$ cat config.mk
export PLATFORM = sky130hd
export DESIGN_NAME = rx_status_tracker
export DESIGN_NICKNAME = d
export VERILOG_FILES = /design/src/rtl/rxs_pkg.sv /design/src/rtl/rxs_rst_sync.sv /design/src/rtl/rxs_fifo.sv /design/src/rtl/rxs_frame_flags.sv /design/src/rtl/rx_status_tracker.sv
export SDC_FILE = /design/constraint.sdc
export NUM_CORES = 1
export LEC_CHECK = 0
export ABC_CLOCK_PERIOD_IN_PS = 3590
export BUFFER_PORTS_ARGS = -buffer_cell sky130_fd_sc_hd__buf_4
export CAP_MARGIN = 20
export CORE_ASPECT_RATIO = 1.75
export CORE_MARGIN = 5
export CORE_UTILIZATION = 59
export DETAILED_ROUTE_END_ITERATION = 16
export HOLD_SLACK_MARGIN = 0.1
export PLACE_DENSITY = 0.82
export SKIP_LAST_GASP = 1
export SYNTH_ARGS = -nofsm -noshare
export SYNTH_HDL_FRONTEND = slang
export SYNTH_HIERARCHICAL = 1
export SYNTH_SLANG_ARGS = --single-unit
$ cat constraint.sdc
create_clock -name clk -period 3.59 [get_ports clk]
set_input_delay 0 -clock clk [delete_from_list [all_inputs] [get_ports clk]]
set_output_delay 0 -clock clk [all_outputs]
set_load 0.03 [all_outputs]
$ cat src/rtl/rxs_pkg.sv
package rxs_pkg;

  typedef enum logic [1:0] {
    RXM_ASYNC = 2'b00,
    RXM_SYNC  = 2'b01,
    RXM_SDLC  = 2'b10,
    RXM_RSVD  = 2'b11
  } rx_mode_e;

  function automatic logic is_framed(input logic [1:0] m);
    return m == RXM_SDLC;
  endfunction

endpackage

$ cat src/rtl/rxs_rst_sync.sv
module rxs_rst_sync #(
  parameter int STAGES = 2
) (
  input  logic clk,
  input  logic arst_n,
  output logic srst_n
);

  logic [STAGES-1:0] sync_q;

  always_ff @(posedge clk or negedge arst_n) begin
    if (!arst_n) sync_q <= '0;
    else         sync_q <= {sync_q[STAGES-2:0], 1'b1};
  end

  assign srst_n = sync_q[STAGES-1];

endmodule

$ cat src/rtl/rxs_fifo.sv
module rxs_fifo #(
  parameter int DW    = 8,
  parameter int DEPTH = 3
) (
  input  logic          clk,
  input  logic          rst_n,
  input  logic          clr,
  input  logic          push,
  input  logic [DW-1:0] din,
  input  logic          din_err,
  input  logic          din_last,
  input  logic          pop,
  input  logic          err_clr,
  output logic [DW-1:0] dout,
  output logic          dout_err,
  output logic          dout_last,
  output logic          not_empty,
  output logic          drop
);

  localparam int PW = (DEPTH > 1) ? $clog2(DEPTH) : 1;
  localparam int CW = $clog2(DEPTH + 1);
  localparam logic [PW-1:0] LAST_IDX = PW'(DEPTH - 1);
  localparam logic [CW-1:0] FULL_CNT = CW'(DEPTH);

  logic [DW-1:0] data_q [DEPTH];
  logic [DEPTH-1:0] err_q, err_d;
  logic [DEPTH-1:0] last_q, last_d;
  logic [DEPTH-1:0] wen;
  logic [PW-1:0] rd_q, rd_d, wr_q, wr_d;
  logic [CW-1:0] cnt_q, cnt_d;
  logic do_push, do_pop, is_empty, is_full;

  function automatic logic [PW-1:0] bump(input logic [PW-1:0] p);
    return (p == LAST_IDX) ? '0 : p + PW'(1);
  endfunction

  assign is_empty = (cnt_q == '0);
  assign is_full  = (cnt_q == FULL_CNT);
  assign do_pop   = pop && !is_empty && !clr;
  assign do_push  = push && !clr && (!is_full || do_pop);
  assign drop     = push && !clr && !do_push;

  always_comb begin
    rd_d  = rd_q;
    wr_d  = wr_q;
    cnt_d = cnt_q;
    if (clr) begin
      rd_d  = '0;
      wr_d  = '0;
      cnt_d = '0;
    end else begin
      if (do_pop)  rd_d = bump(rd_q);
      if (do_push) wr_d = bump(wr_q);
      case ({do_push, do_pop})
        2'b10:   cnt_d = cnt_q + CW'(1);
        2'b01:   cnt_d = cnt_q - CW'(1);
        default: cnt_d = cnt_q;
      endcase
    end
  end

  always_comb begin
    err_d  = err_q;
    last_d = last_q;
    wen    = '0;
    for (int i = 0; i < DEPTH; i++) begin
      if (err_clr && !is_empty && !clr && (rd_q == PW'(i)))
        err_d[i] = 1'b0;
      if (do_push && (wr_q == PW'(i))) begin
        wen[i]    = 1'b1;
        err_d[i]  = din_err;
        last_d[i] = din_last;
      end
    end
  end

  always_ff @(posedge clk or negedge rst_n) begin
    if (!rst_n) begin
      rd_q   <= '0;
      wr_q   <= '0;
      cnt_q  <= '0;
      err_q  <= '0;
      last_q <= '0;
    end else begin
      rd_q   <= rd_d;
      wr_q   <= wr_d;
      cnt_q  <= cnt_d;
      err_q  <= err_d;
      last_q <= last_d;
    end
  end

  always_ff @(posedge clk) begin
    for (int i = 0; i < DEPTH; i++) begin
      if (wen[i]) data_q[i] <= din;
    end
  end

  assign not_empty = !is_empty;
  assign dout      = is_empty ? '0 : data_q[rd_q];
  assign dout_err  = !is_empty && err_q[rd_q];
  assign dout_last = !is_empty && last_q[rd_q];

endmodule

$ cat src/rtl/rxs_frame_flags.sv
module rxs_frame_flags
  import rxs_pkg::*;
(
  input  logic       clk,
  input  logic       rst_n,
  input  logic       clr,
  input  logic [1:0] mode_sel,
  input  logic       closing,
  input  logic       push,
  input  logic       err_rst,
  input  logic       drop,
  output logic       eof_flag,
  output logic       overrun
);

  logic [1:0] mode_q, mode_d;
  logic       eof_q, eof_d;
  logic       ovr_q, ovr_d;
  logic       mode_chg, framed;

  assign mode_chg = (mode_sel != mode_q);
  assign framed   = is_framed(mode_sel);
  assign mode_d   = mode_sel;

  always_comb begin
    eof_d = eof_q;
    if (clr || !framed || mode_chg) eof_d = 1'b0;
    else if (closing)               eof_d = 1'b1;
    else if (push || err_rst)       eof_d = 1'b0;
  end

  always_comb begin
    ovr_d = ovr_q;
    if (clr)          ovr_d = 1'b0;
    else if (drop)    ovr_d = 1'b1;
    else if (err_rst) ovr_d = 1'b0;
  end

  always_ff @(posedge clk or negedge rst_n) begin
    if (!rst_n) begin
      mode_q <= RXM_ASYNC;
      eof_q  <= 1'b0;
      ovr_q  <= 1'b0;
    end else begin
      mode_q <= mode_d;
      eof_q  <= eof_d;
      ovr_q  <= ovr_d;
    end
  end

  assign eof_flag = eof_q;
  assign overrun  = ovr_q;

endmodule

$ cat src/rtl/rx_status_tracker.sv
module rx_status_tracker
  import rxs_pkg::*;
#(
  parameter int DATA_W     = 8,
  parameter int FIFO_DEPTH = 3,
  parameter int SYNC_STAGE = 2
) (
  input  logic              clk,
  input  logic              rst_n,
  input  logic              chan_rst,
  input  logic [1:0]        mode_sel,
  input  logic              rx_push,
  input  logic [DATA_W-1:0] rx_byte,
  input  logic              rx_err,
  input  logic              eof_strobe,
  input  logic              err_rst,
  input  logic              cpu_pop,
  output logic [DATA_W-1:0] rx_data,
  output logic              char_avail,
  output logic              err_flag,
  output logic              head_last,
  output logic              eof_flag,
  output logic              overrun
);

  logic rst_sync_n;
  logic fifo_drop;
  logic mark_last;

  rxs_rst_sync #(.STAGES(SYNC_STAGE)) u_rst (
    .clk    (clk),
    .arst_n (rst_n),
    .srst_n (rst_sync_n)
  );

  assign mark_last = eof_strobe && is_framed(mode_sel);

  rxs_fifo #(.DW(DATA_W), .DEPTH(FIFO_DEPTH)) u_fifo (
    .clk       (clk),
    .rst_n     (rst_sync_n),
    .clr       (chan_rst),
    .push      (rx_push),
    .din       (rx_byte),
    .din_err   (rx_err),
    .din_last  (mark_last),
    .pop       (cpu_pop),
    .err_clr   (err_rst),
    .dout      (rx_data),
    .dout_err  (err_flag),
    .dout_last (head_last),
    .not_empty (char_avail),
    .drop      (fifo_drop)
  );

  rxs_frame_flags u_flags (
    .clk      (clk),
    .rst_n    (rst_sync_n),
    .clr      (chan_rst),
    .mode_sel (mode_sel),
    .closing  (eof_strobe),
    .push     (rx_push),
    .err_rst  (err_rst),
    .drop     (fifo_drop),
    .eof_flag (eof_flag),
    .overrun  (overrun)
  );

endmodule

* After elaboration in Yosys (flattened, before gate mapping)
Memory sizes are Yosys's and may differ from the RTL's. Cells that the tools add are included. W data, S select, Z words.
Storage, ports and cells: ROM bits 0, memories 1, memory bits (writable) 24, output and inout bits 13, bits in latches 0, input bits 18, bits in registers 18
Memories:
- u_fifo.data_q | depth 3, width 8, rd ports 1, clocked after memory_dff 0, write ports 1, line rxs_fifo.sv:26 | logic [DW-1:0] data_q [DEPTH];
Cells by class: shift-type cells 0, order comparisons 1, bitwise logic cells 0, reductions and logical operators 38, add/subtract/negate cells 4, multiplexer cells 40, eq/ne operators 9, div/mod/pow operators 0, multiply operators 0
Operator list (number):
- $mux W1 | 25
- $mux W8 | 3
- $mux W2 | 9
- $logic_and A1 B1 Y1 | 16
- $reduce_or A8 Y1 | 2
- $eq A2 B2 Y1 const B | 5
- $reduce_bool A2 Y1 | 5
- $reduce_bool A3 Y1 | 3
- $add A2 B1 Y2 const B | 3
- $eq A2 B1 Y1 const B | 3
- $logic_not A2 Y1 | 3
- $logic_not A1 Y1 | 5
- $bmux W1 S2 | 2
- $logic_or A1 B1 Y1 | 4
- $pmux W2 S2 | 1
- $lt A2 B3 Y1 const B | 1
- $ne A2 B2 Y1 | 1
- $sub A2 B1 Y2 const B | 1

* Logic depth before layout (Yosys ltp)
Gate-level depths: netlist of the first run.
depth in word-level cells 13, gate-level depth with buffers 6

* Hierarchy
Netlist of the first run, hierarchy kept.
By module, submodules not included:
- rxs_fifo | cells each 129, times used 1, area an instance 1602.8 µm²
- rxs_frame_flags | cells each 11, times used 1, area an instance 150.1 µm²
- rxs_rst_sync | cells each 3, times used 1, area an instance 53.8 µm²
- rx_status_tracker | cells each 1, times used 1, area an instance 8.8 µm²

* Worst setup path before layout of the first run
No wires, ideal clock.
path type register to register, start register u_fifo.cnt_q[0], end memory u_fifo.data_q[1][0] (enable), buffers on the path 0, cell stages (with the launch flop) 5, arrival time 1.259 ns, library setup time 0.324 ns, setup slack 2.007 ns, cells stage by stage dfrtp_1 > nand3b_2 > nand3b_4 > or3b_4 > inv_1
Between the ends: cells in the longest elaborated chain, start to end 13, elaborated cells between the ends (all ways) 26
RTL lines:
- start: declaration | line rxs_fifo.sv:31 | logic [CW-1:0] cnt_q, cnt_d;
- start signal: assignment | line rxs_fifo.sv:88 | cnt_q <= cnt_d;
- $logic_not A2 Y1 | line rxs_fifo.sv:38 | assign is_empty = (cnt_q == '0);
- $logic_not A1 Y1 | line rxs_fifo.sv:40 | assign do_pop = pop && !is_empty && !clr;
- $logic_and A1 B1 Y1 (2 in a row) | line rxs_fifo.sv:40
- $logic_or A1 B1 Y1 (*) | line rxs_fifo.sv:41 | assign do_push = push && !clr && (!is_full || do_pop);
- $logic_and A1 B1 Y1 (*) | line rxs_fifo.sv:41
- $logic_and A1 B1 Y1 (*) | line rxs_fifo.sv:70 | if (do_push && (wr_q == PW'(i))) begin
- $mux W1 (*) | line rxs_fifo.sv:70
- named net u_fifo.wen[1] | line rxs_fifo.sv:29 | logic [DEPTH-1:0] wen;
- $mux W1 (*) | line rxs_fifo.sv:96 | if (wen[i]) data_q[i] <= din;
- $mux W1 (not written as such) (*) | line rxs_fifo.sv:96
- $reduce_or A8 Y1 (no line)
- $mux W2 (no line) / $mux W1 (equally long branches) (2 in a row)
- end: declaration | line rxs_fifo.sv:26
The timed path passes the listed nets; every way through them passes the cells marked *.

* Worst setup path in the final report of the first run
start register u_fifo.rd_q[0], end output port err_flag
Between the ends: cells in the longest elaborated chain, start to end 3
RTL lines:
- start: declaration | line rxs_fifo.sv:30 | logic [PW-1:0] rd_q, rd_d, wr_q, wr_d;
- start signal: assignment | line rxs_fifo.sv:86 | rd_q <= rd_d;
- $bmux W1 S2 | line rxs_fifo.sv:102 | assign dout_err = !is_empty && err_q[rd_q];
- $mux W1 (not written as such) | line rxs_fifo.sv:102
- $logic_and A1 B1 Y1 | line rxs_fifo.sv:102
- end: declaration | line rx_status_tracker.sv:20 | output logic err_flag,
No other way between the ends. The select of a mux whose other input is x is not followed.

==> key figures, run 1 <==
Routing
  • Detailed Route Iter0 Violations: 32
  • Avg Vias per Cell: 5.27
  • Post-route ant nets: 0
  • Drt first pass iters: 4
  • Drt total wl: around 3700 µm
  • # DRC: 0
  • Routed len/inst: about 16 µm
  • Vias: approximately 1200

Placed design
  • Placed Area: slightly above 2000 µm²
  • Routability cong.: 0.761
  • Hpwl dp: 2370 µm
  • Pre-CTS WS: 1820 ps
  • Buffers on Ports: 30
  • Placed Cells: 209

Critical path
  • Worst EP arrival: 1900 ps
  • Setup crit start kind: register
  • Slowest cell on the critical path: dfrtp_1
  • Req. time, crit path: 3590 ps
  • Worst Setup Path Type: reg2out
  • CP endpoint kind: output pin
  • Most used cell, CP: nor2_1
  • Worst-path fanout max: 15
  • Cell Chain, Critical Path: inv_1 -> nor2_1 -> a21oi_1 -> nor2_1 -> buf_4
  • Max incr delay on CP: roughly 800 ps

CTS
  • Post-CTS setup buffers: 0
  • Total CTS buffers: 5
  • Clock slew at reported path FFs: roughly 70 ps
  • Root cell of the clock tree: clkbuf_8
  • H-tree depth: 2
  • Hold buffer count at cts: 20
  • CTS sink cnt: 42
  • Skew-Pair Late Insertion Delay: about 290 ps
  • TritonCTS clock tree: built
  • # resized after CTS: 0
  • Clock Path Buffers: 2

GRT
  • GRT Util Overall: approximately a fifth
  • Largest net degree at the start of global routing: 25
  • Grt total ovfl: 0
  • Initial antenna violation count: 0
  • Number of global-route vias before repair: 1370
  • First-pass GRT wire length: 6260 µm

STA
  • Final Worst Setup Slack: 1690 ps
  • Slew Limit Fails: 0
  • TNS Setup: 0 ps
  • Min cycle time layout: 1900 ps
  • Clock Skews: 6.58 ps
  • Tcrit/Tclk final: 52.8%
  • Fin Hold WS: between 200 and 300 ps
  • Setup-failing EPs final: 0
  • Fin. Hold Viols: 0
  • Slew @ Worst Pin: 787 ps
  • RSZ-0062 raised after global routing: no
  • F_max: 0.527 GHz
  • Max transition margin: a little under half

Die
  • DIE HEIGHT: 83.4 µm
  • FP Rows: 26
  • Core area: between 2000 and 3000 µm²
  • Die area: approximately 4300 µm²
  • Initial core utilization: 61.3%
  • Number of I/O pins: 31
  • Die W: 51.9 µm

Power
  • VDD IR max: 0.395 mV
  • LEAKAGE: between 1 and 1.5 nW
  • Power Dens Cells: 431 nW/µm²
  • Overall Power: 1.02 mW

Finish
  • Commonest non-fill, non-tap cell in the layout: buf_4
  • Most frequent cells in the layout: buf_4, nor2_1, edfxtp_1
  • Final #Nets: 212
  • Diodes inserted: 0
  • Cell Count, Final, Fillers Out: ~240
  • Layout cell share with drive strength beyond 1: 25.6%
  • Final Cell Area: 2360 µm²
  • Final core utilization: 79.6%
  • P&R area growth vs syn: 29.8%

Synth
  • Adder-cell share of the synthesized area: 0%
  • Top cells by area in the synthesized netlist: edfxtp_1, dfrtp_1, mux2i_1
  • Post-synthesis compound-gate area fraction: 7.37%
  • Count of cell types in the netlist: 28
  • Post-Syn Instances: 144
  • Syn Std Cell Area: 1820 µm²
  • Area share of and/or/nand/nor cells after synthesis: ~14%
  • Synthesized net count: 162
  • Post-synthesis sequential area ratio: 64.5%
  • Synth Area in XOR/XNOR: less than 1%
  • Yosys Warn Count: 6
  • Largest family of logic cells by synthesized area: simple AND/OR/NAND/NOR gates
  • FF+latch count, synth: 42
  • Mean Syn Cell Area: between 10 and 15 µm²
  • Cell taking the most area after synthesis: edfxtp_1
  • Multiplexer area fraction after synthesis: 10.2%
  • Top cell type's share of synthesized area: 39.7%

Run status
  • Status: finished, final reports clean

Worst hold path
  • HP Class: reg2async

Job
  • Max-Cap Viols: 0
power breakdown:
group / switching [mW] / total (mW) / internal [mW]
combinational: 0.0748 / 0.155 / 0.0804
sequential: 0.0234 / 0.561 / 0.537
clock: 0.144 / 0.299 / 0.155
cells in the mapped netlist:
library cell,count
nand2b_1,2
mux2_4,2
edfxtp_1,24
o21a_1,1
nand3b_1,3
a21oi_1,15
mux2_2,4
a2111oi_2,1
conb_1,1
buf_2,1
o21ai_0,2
or3b_1,1
nand3b_2,1
o31a_1,3
nor3_1,1
nor2_1,27
nand2_1,4
and3b_1,1
dfrtp_1,18
or3_4,1
or3b_4,2
clkbuf_1,6
inv_1,8
xnor2_1,1
mux2i_1,11
or3_2,1
nor4b_1,1
nand3b_4,1
layer usage:
| metal | share of wire [%] | track usage (%) |
|---|---|---|
| met3 | 4.7 | 5.02 |
| met2 | 58 | 36.2 |
| met4 | 1.3 | 5.73 |
| met1 | 36 | 20.7 |
| met5 | 0 | 0 |
state kept, by name (all words and copies together), names as in the netlist:
signal            flops
u_fifo/data_q        24
u_fifo/err_q          3
u_fifo/last_q         3
u_fifo/cnt_q          2
u_fifo/rd_q           2
u_fifo/wr_q           2
u_flags/mode_q        2
u_rst/sync_q          2
u_flags/eof_flag      1
u_flags/overrun       1
path summary, 6_finish.rpt:
path | startpoint | endpoint | slack (ps) | cells past startpoint
setup / recovery | u_fifo/rd_q[0]$_DFFE_PN0P_ | err_flag | 1690 | 5
hold / removal | u_rst/sync_q[1]$_DFF_PN0_ | u_fifo/last_q[0]$_DFFE_PN0P_ | 260 | 0
setup reg to reg | u_fifo/cnt_q[0]$_DFFE_PN0P_ | u_fifo/err_q[2]$_DFFE_PN0P_ | 1810 | 5
hold reg to reg | u_rst/sync_q[1]$_DFF_PN0_ | u_fifo/last_q[0]$_DFFE_PN0P_ | 260 | 0
max in group asynchronous | rst_n | u_rst/sync_q[0]$_DFF_PN0_ | 2890 | 3
min in group clk | u_rst/sync_q[0]$_DFF_PN0_ | u_rst/sync_q[1]$_DFF_PN0_ | 350 | 0
layout make-up:
type / instances / area (µm²)
inverters: 8 / 30.0
repair buffers: 50 / 425
clock inverters: 1 / 5.00
flip-flops and latches: 42 / 1170
multi-input cells: 87 / 587
clock buffers: 7 / 86.3
fillers: 182 / 603
well taps: 42 / 52.6
critical path: cells and delay by family, from the launching register on:
kind / cells / cell delay (ps)
buffers and inverters: 2 / 320
and+or+nand+nor: 2 / 370
DFF: 1 / 800
AOI/OAI and AO/OA: 1 / 110
logic make-up after synthesis:
kind of cell | after synthesis
compound gates | 22
xor+xnor | 1
buf+inv | 15
flops | 42
mux | 17
other cells | 1
simple gates | 46
Power figures use the tool's default switching activity.
==> run 2: changes to the inputs <==
Settings changed: ABC_CLOCK_PERIOD_IN_PS 3590 to 1700, CORE_UTILIZATION 59 to 49, PLACE_DENSITY 0.82 to 0.73.
Clock period 3.59 ns to 1.7 ns, I/O delays scaled along.
==> key figures, run 2 (synthesis results as in run 1) <==
Job
  • Max-Cap Viols: 0

Placed design
  • Buffers on Ports: 30
  • Hpwl dp: 2580 µm
  • Routability cong.: 0.766
  • Placed Area: 2120 µm²

Critical path
  • Worst-path fanout max: 11
  • Setup crit start kind: input pin
  • Worst EP arrival: roughly 1600 ps
  • Worst Setup Path Type: in2reg
  • Req. time, crit path: approximately 1700 ps
  • CP endpoint kind: register

GRT
  • Met2 Resource Use GR: ~30%
  • Grt peak-use layer: met2
  • Number of global-route vias before repair: 1394
  • Grt met3 use: between 4 and 5%
  • Largest net degree at the start of global routing: 19
  • Initial antenna violation count: 0
  • GRT Util Overall: 15.8%
  • First-pass GRT wire length: 6250 µm
  • GR Util met1: 15.2%
  • Grt total ovfl: 0

Routing
  • # DRC: 0
  • Post-route ant nets: 0
  • Routed len/inst: 14.8 µm
  • Avg Vias per Cell: 5.16
  • Vias: 1264
  • Detailed Route Iter0 Violations: 26
  • Drt first pass iters: 4
  • Drt total wl: between 3000 and 4000 µm

Finish
  • Final Cell Area: between 2000 and 2500 µm²
  • Diodes inserted: 0
  • Commonest non-fill, non-tap cell in the layout: buf_4
  • Reg with most FFs: u_fifo/data_q
  • Final #Nets: 216
  • P&R area growth vs syn: 32.0%
  • Layout cell share with drive strength beyond 1: between 20% and 30%
  • Regs by FF count: u_fifo/data_q x24, u_fifo/err_q x3, u_fifo/last_q x3
  • Largest register FFs: 24
  • Most frequent cells in the layout: buf_4, nor2_1, edfxtp_1

CTS
  • TritonCTS clock tree: built
  • H-tree depth: 2
  • Total CTS buffers: 5
  • CTS sink cnt: 42
  • Root cell of the clock tree: clkbuf_8
  • Clock Path Buffers: 2
  • Post-CTS setup buffers: 0
  • Clock slew at reported path FFs: 80 ps
  • Skew-Pair Late Insertion Delay: 290 ps

Power
  • Switch share: 24.5%
  • Internal Power: 1.60 mW
  • Sw Pwr: a little over 500 µW
  • Sequential Power Share: 55.3%
  • Logic pwr share: about 17%
  • Clock network power share: about 28%
  • LEAKAGE: 1.01 nW
  • VDD IR max: 0.775 mV
  • Power Dens Cells: around 880 nW/µm²

STA
  • Tcrit/Tclk final: 97.9%
  • Max transition margin: between 50% and 60%
  • TNS Setup: 0 ps
  • F_max: 0.601 GHz
  • Setup-failing EPs final: 0
  • Slew @ Worst Pin: roughly 620 ps
  • RSZ-0062 raised after global routing: no
  • Min cycle time layout: 1660 ps
  • Slew Limit Fails: 0
  • Fin. Hold Viols: 0
  • Clock Skews: 9.39 ps

Die
  • Initial core utilization: 50.5%
  • Number of I/O pins: 31
  • Core area: 3590 µm²
  • Die W: 56.0 µm
  • DIE HEIGHT: ~91 µm
  • Die area: 5070 µm²
  • FP Rows: 29

Worst hold path
  • HP Class: reg2async

Run status
  • Status: finished, final reports clean
==> run 2: power by group through the flow <==
stage	Clock (mW)	Sequential [mW]	Combinational (mW)
after detailed placement	0	1.19	0.323
after global routing	0.662	1.18	0.386
after global placement	0	1.19	0.311
final	0.589	1.17	0.357
after CTS	0.614	1.17	0.357
after floorplan	0	1.18	0.201
==> run 2: through the flow <==
stage               std cells  power, mW  util (%)  setup WS (ps)  hold WS (ps)
CTS                       246       2.14      66.5           10.9           283
floorplan                 144       1.38         -            117          -296
global route              245       2.23      66.7           3.49           331
finish                    245       2.12      66.7           35.5           253
detailed placement        219       1.52      58.9           21.8          -217
global placement          219       1.50      58.9           88.8          -218
==> run 2: metal layers <==
metal	vias up	wire (µm)	part of all wire [%]
met4	0	68	1.9
met1	615	1280	35
met2	34	2090	58
met3	6	178	4.9
li1	609	-	-
met5	-	0	0
==> run 2: path summary, 6_finish.rpt <==
check	from	end	slack, ps	depth (start not counted)
setup reg to reg	u_fifo/cnt_q[0]$_DFFE_PN0P_	u_fifo/data_q[2][7]$_DFFE_PP_	60	4
min in group clk	u_rst/sync_q[0]$_DFF_PN0_	u_rst/sync_q[1]$_DFF_PN0_	360	0
setup / recovery	chan_rst	u_fifo/data_q[2][7]$_DFFE_PP_	40	5
hold / removal	u_rst/sync_q[1]$_DFF_PN0_	u_fifo/last_q[0]$_DFFE_PN0P_	250	0
hold reg to reg	u_rst/sync_q[1]$_DFF_PN0_	u_fifo/last_q[0]$_DFFE_PN0P_	250	0
max in group asynchronous	u_rst/sync_q[1]$_DFF_PN0_	u_fifo/rd_q[0]$_DFFE_PN0P_	1010	0
==> run 2: what timing repair did <==
item                                    CTS  global route
hold buffers                             19             0
gates resized for setup                   0             5
endpoints found under the hold margin    39             0
endpoints found under the setup margin    0            12
==> run 2: critical path, cell delays in order <==
cell and delay [ps]:
dlygate4sd3_1 540, buf_4 180, nand3b_4 190, or3b_4 400
inv_1 290
==> run 2: area by class of cell <==
cell class                      instances  area [µm²]
Clock inverter                          2        8.76
Sequential cell                        42        1170
Timing Repair Buffer                   54         454
Fill cell                             262        1200
Inverter                                8        33.8
Tap cell                               46        57.6
Multi-Input combinational cell         87         597
Clock buffer                            6        72.6
